**src/rtl/spi_crc_pkg.sv**
```systemverilog
package spi_crc_pkg;
  // strobes sent from the control to each datapath lane
  typedef struct packed {
    logic clear;
    logic step;
  } crcCtrl_t;
endpackage

```
**src/rtl/spi_crc_ctrl.sv**
```systemverilog
module spi_crc_ctrl
  import spi_crc_pkg::*;
#(
  parameter int DATA_W   = 16,
  parameter int NARROW_W = 8
) (
  input  logic     clk,
  input  logic     rstN,
  input  logic     crcEnable,
  input  logic     bitValid,
  input  logic     wideFrame,
  output crcCtrl_t ctl,
  output logic     busy
);
  localparam int CNT_W = $clog2(DATA_W + 1);
  localparam logic [CNT_W-1:0] WIDE_LAST   = CNT_W'(DATA_W - 1);
  localparam logic [CNT_W-1:0] NARROW_LAST = CNT_W'(NARROW_W - 1);

  logic             enPrev;
  logic [CNT_W-1:0] bitCnt;
  logic [CNT_W-1:0] lastIdx;

  always_comb begin
    ctl.clear = crcEnable & ~enPrev;
    ctl.step  = bitValid & crcEnable & ~ctl.clear;
    lastIdx   = wideFrame ? WIDE_LAST : NARROW_LAST;
  end

  always_ff @(posedge clk or negedge rstN) begin
    if (!rstN) begin
      enPrev <= 1'b0;
      bitCnt <= '0;
    end else begin
      enPrev <= crcEnable;
      if (ctl.clear)
        bitCnt <= '0;
      else if (ctl.step)
        bitCnt <= (bitCnt >= lastIdx) ? '0 : bitCnt + 1'b1;
    end
  end

  assign busy = (bitCnt != '0);

  // a clear leaves the frame idle
  p_clear_idle_r2: assert property (@(posedge clk) disable iff (!rstN)
    ctl.clear |=> !busy);
  // the bit count never reaches the full frame size
  p_count_range_r7: assert property (@(posedge clk) disable iff (!rstN)
    bitCnt < CNT_W'(DATA_W));
  // the last bit of a narrow frame ends busy
  p_narrow_end_r7: assert property (@(posedge clk) disable iff (!rstN)
    (ctl.step && !wideFrame && bitCnt == NARROW_LAST) |=> !busy);
endmodule

```
**src/rtl/spi_crc_lane.sv**
```systemverilog
module spi_crc_lane
  import spi_crc_pkg::*;
#(
  parameter int DATA_W   = 16,
  parameter int NARROW_W = 8
) (
  input  logic              clk,
  input  logic              rstN,
  input  crcCtrl_t          ctl,
  input  logic              dIn,
  input  logic              wideFrame,
  input  logic [DATA_W-1:0] poly,
  output logic [DATA_W-1:0] crcOut
);
  localparam logic [DATA_W-1:0] NARROW_MASK =
    {{(DATA_W-NARROW_W){1'b0}}, {NARROW_W{1'b1}}};

  logic [DATA_W-1:0] crcQ;
  logic [DATA_W-1:0] shifted;
  logic [DATA_W-1:0] crcNext;
  logic              topBit;
  logic              feedback;

  always_comb begin
    topBit   = wideFrame ? crcQ[DATA_W-1] : crcQ[NARROW_W-1];
    feedback = topBit ^ dIn;
    shifted  = {crcQ[DATA_W-2:0], 1'b0};
    if (feedback) shifted = shifted ^ poly;
    crcNext  = wideFrame ? shifted : (shifted & NARROW_MASK);
  end

  always_ff @(posedge clk or negedge rstN) begin
    if (!rstN)          crcQ <= '0;
    else if (ctl.clear) crcQ <= '0;
    else if (ctl.step)  crcQ <= crcNext;
  end

  assign crcOut = wideFrame ? crcQ : (crcQ & NARROW_MASK);

  // clear empties the accumulator
  p_clear_zero_r2: assert property (@(posedge clk) disable iff (!rstN)
    ctl.clear |=> (crcQ == '0));
  // no step, no change
  p_hold_r3: assert property (@(posedge clk) disable iff (!rstN)
    (!ctl.step && !ctl.clear) |=> $stable(crcQ));
  // a narrow step keeps the upper byte empty
  p_upper_zero_r5: assert property (@(posedge clk) disable iff (!rstN)
    (ctl.step && !wideFrame) |=> (crcQ[DATA_W-1:NARROW_W] == '0));
endmodule

```
**src/rtl/spi_crc_dual.sv**
```systemverilog
module spi_crc_dual
  import spi_crc_pkg::*;
#(
  parameter int DATA_W   = 16,
  parameter int NARROW_W = 8
) (
  input  logic              clk,
  input  logic              rstN,
  input  logic              crcEnable,
  input  logic              bitValid,
  input  logic              txBit,
  input  logic              rxBit,
  input  logic [DATA_W-1:0] poly,
  input  logic              wideFrame,
  output logic [DATA_W-1:0] txCrc,
  output logic [DATA_W-1:0] rxCrc,
  output logic              busy
);
  localparam int LANES = 2;

  crcCtrl_t          ctl;
  logic [LANES-1:0]  laneBit;
  logic [DATA_W-1:0] laneCrc [LANES];

  assign laneBit = {rxBit, txBit};

  spi_crc_ctrl #(.DATA_W(DATA_W), .NARROW_W(NARROW_W)) u_ctrl (
    .clk(clk), .rstN(rstN), .crcEnable(crcEnable), .bitValid(bitValid),
    .wideFrame(wideFrame), .ctl(ctl), .busy(busy)
  );

  for (genvar g = 0; g < LANES; g++) begin : g_lane
    spi_crc_lane #(.DATA_W(DATA_W), .NARROW_W(NARROW_W)) u_lane (
      .clk(clk), .rstN(rstN), .ctl(ctl), .dIn(laneBit[g]),
      .wideFrame(wideFrame), .poly(poly), .crcOut(laneCrc[g])
    );
  end

  assign txCrc = laneCrc[0];
  assign rxCrc = laneCrc[1];
endmodule

```
**config.mk**
```make
export PLATFORM = sky130hd
export DESIGN_NAME = spi_crc_dual
export DESIGN_NICKNAME = d
export VERILOG_FILES = /design/src/rtl/spi_crc_pkg.sv /design/src/rtl/spi_crc_ctrl.sv /design/src/rtl/spi_crc_lane.sv /design/src/rtl/spi_crc_dual.sv
export SDC_FILE = /design/constraint.sdc
export NUM_CORES = 1
export LEC_CHECK = 0
export ABC_AREA = 1
export ABC_CLOCK_PERIOD_IN_PS = 2260
export BUFFER_PORTS_ARGS = -buffer_cell sky130_fd_sc_hd__buf_4
export CORE_AREA = 2 2 76 78
export CTS_CLUSTER_DIAMETER = 150
export DETAILED_ROUTE_END_ITERATION = 8
export DIE_AREA = 0 0 78 80
export PLACE_DENSITY_LB_ADDON = 0.08
export SYNTH_ARGS = -nofsm -noshare
export SYNTH_HDL_FRONTEND = slang
export SYNTH_SLANG_ARGS = --single-unit
```
**constraint.sdc**
```tcl
create_clock -name clk -period 2.26 [get_ports clk]
set_input_delay 0.678 -clock clk [delete_from_list [all_inputs] [get_ports clk]]
set_output_delay 0.678 -clock clk [all_outputs]
set_load 0.03 [all_outputs]
```
==> results.cfg <==
[drt]
drt.antenna.violating_nets = 0
drt_iter0_drc = 76
via_per_inst = 4.97
drc = 0
wl_mm = 6.15
dr_total_vias = 2370
wl_per_cell_um = 12.9
dr.pass1.iters = 4

[worst_setup_path]
end_kind = output pin
r2r_cells = 7
rrSetupSlack_ns = 0.88
worstPathCellList = buf_4, nand2_2, inv_1, buf_4
r2r_start = g_lane[1].u_lane.crcQ[7]
worstReg2RegEnd = g_lane[1].u_lane.crcQ[3]
cp_common_cell = buf_4
start_kind = primary input
critical_path_arrival_ns = 1.25
cpPeakStageDelay_ns = 0.23
crit_slowest_cell = buf_4
cp_max_fo = 17
crit_required_ns = 1.58
path_class = in2out

[logic_synthesis]
synth_cell_types = 26
yosys_warnings = 0
netlist_top_cells_area = dfrtp_1 36%, nand2_1 21%, nand3_1 7.3%
async_flop_share = 1.00
synthAdderAreaFrac = 0.0141
synth_top_family_by_area = simple AND/OR/NAND/NOR gates
ys_seq_area_frac = 0.358
syn_avg_cell_area_um2 = 7.26
synth_compound_gate_area_share = 0.0193
synth_top_area_share = 0.358
syn_area_um2 = 2660
synth-edff-count = 0
yosys-mux-area-fraction = 0
ys.flop_type = dfrtp_1
synth_top_area_cell = dfrtp_1
synth-simple-area-share = 0.389
synth_seq_cells = 38
synth_nets = 392
synth-xor-area-share = 0.0659
syn_inst = 366

[cells_and_area]
diodes = 0
area_delta_synth_final_pct = 14.9
fillCellCount = 555
drive_gt1_frac = 0.235
final_cell_mix = 152 x nand2_1, 63 x buf_4, 39 x nand3_1, 38 x dfrtp_1, 34 x inv_1
layout_commonest_cell = nand2_1
num-nets-final = 431

[clock_tree]
holdBufCountCts = 0
cts_resized = 0
clk_pin_slew_ns = 0.07
clock_path_buffers = 2
numCtsBuffers = 5
root_buffer = clkbuf_8
cts_tree = done
post-cts-setup-buffer-count = 0
clk-insertion-delay-late_ns = 0.29
cts.sinks = 38
cts_max_level = 2

[placement]
portBuffers = 55
gp_congestion = 0.824
dp_hpwl_mm = 4.39

[sta]
worst_pin_slew_ns = 0.519
finalCritPeriodShare = 0.852
setup-tns-final_ns = 0
drv_slew = 0
max_slew_margin = 0.654
fmax_mhz = 519
hold-worst-slack_ns = 0.350
setup-violations-final = 0
hold_violations = 0
rsz0062_at_grt = false
min_period_ns = 1.93
worst_clock_skew_ns = 0.00576

[grt]
grt_max_degree = 39
grt_pass1_vias = 2238
grt_pass1_wl_mm = 10.5
grt_usage = 0.211
grt_antenna_before_repair = 0
overflow = 0

[outcome]
status = finished clean

[die]
core_um2 = 5410
start_util = 0.491
die-width_um = 78
io_pins = 56
rows = 27
die_area_um2 = 6240
die_h_um = 80

[power_and_ir_drop]
peakVddDrop_uv = 428
leakagePower_nw = 1.85
power_density_nw_per_um2 = 546

[job]
maxCapViolations = 0

[hold_path]
hold_path_class = in2async
[flip-flops by register name, indices dropped and copies added, names as in the netlist]
name                count
g_lane.u_lane.crcQ     32
u_ctrl.bitCnt           5
u_ctrl.enPrev           1
[cell usage after synthesis (2+ instances only)]
cell type	count
nand2_2	10
a21oi_1	2
inv_2	2
o21ai_0	2
nand3_1	39
nand4_1	12
buf_4	18
nand3_2	7
o22ai_1	2
o21ai_1	2
nand2_4	2
dfrtp_1	38
nor2_1	2
nand2_1	152
xor2_1	20
buf_6	7
buf_2	5
inv_1	34
ha_1	3
[worst max-delay path by stage]
stage | start | endpoint | slack (ns)
final | wideFrame | rxCrc[15] | 0.33
after global routing | u_ctrl.bitCnt[0] | busy | 0.29
after CTS | wideFrame | rxCrc[15] | 0.33
after detailed placement | wideFrame | rxCrc[15] | 0.34
after global placement | wideFrame | rxCrc[15] | 0.35
after floorplan | wideFrame | rxCrc[10] | 0.24
[critical path, delay by kind of cell]
family,cells,cell delay (ns)
buf+inv,3,0.45
simple gates,1,0.11
[layout make-up]
cell class,instances,area (um2),share of cell area
multi-input combinational,259,1300,0.425
sequential,38,951,0.311
timing repair buffer,64,493,0.161
inverter,37,146,0.0480
tap,72,90.1,0.0295
clock buffer,7,76.3,0.0250
[logic make-up after synthesis]
family          Yosys count
compound gates            9
simple gates            227
fa+ha+maj                 3
flops                    38
xor+xnor                 20
buf+inv                  69
[metrics by stage]
stage	power [mW]	instances	worst slack, ns	util	cell area [um2]
4_1_cts	1.69	477	0.331	0.565	3050
2_1_floorplan	1.11	366	0.237	-	2660
3_5_place_dp	1.24	470	0.338	0.551	2980
3_3_place_gp	1.23	470	0.346	0.551	2980
5_1_grt	1.76	477	0.288	0.565	3050
6_report	1.67	477	0.334	0.565	3050
[power breakdown]
group          internal (mW)  total [mW]  leakage [nW]  switching [mW]
clock                  0.213       0.442        0.0383           0.230
sequential             0.724       0.776         0.518          0.0523
combinational          0.173       0.448          1.29           0.275
total                   1.11        1.67          1.85           0.557
[metal layers]
metal  track usage  wire, um  share of wire  vias up
met4        0.0526        54         0.0088        0
met1         0.265      2800           0.46     1108
met2         0.372      3020           0.49       54
met3        0.0419       269          0.044        6
met5             0         0              0        -
li1              -         -              -     1202
Power figures use the tool's default switching activity.
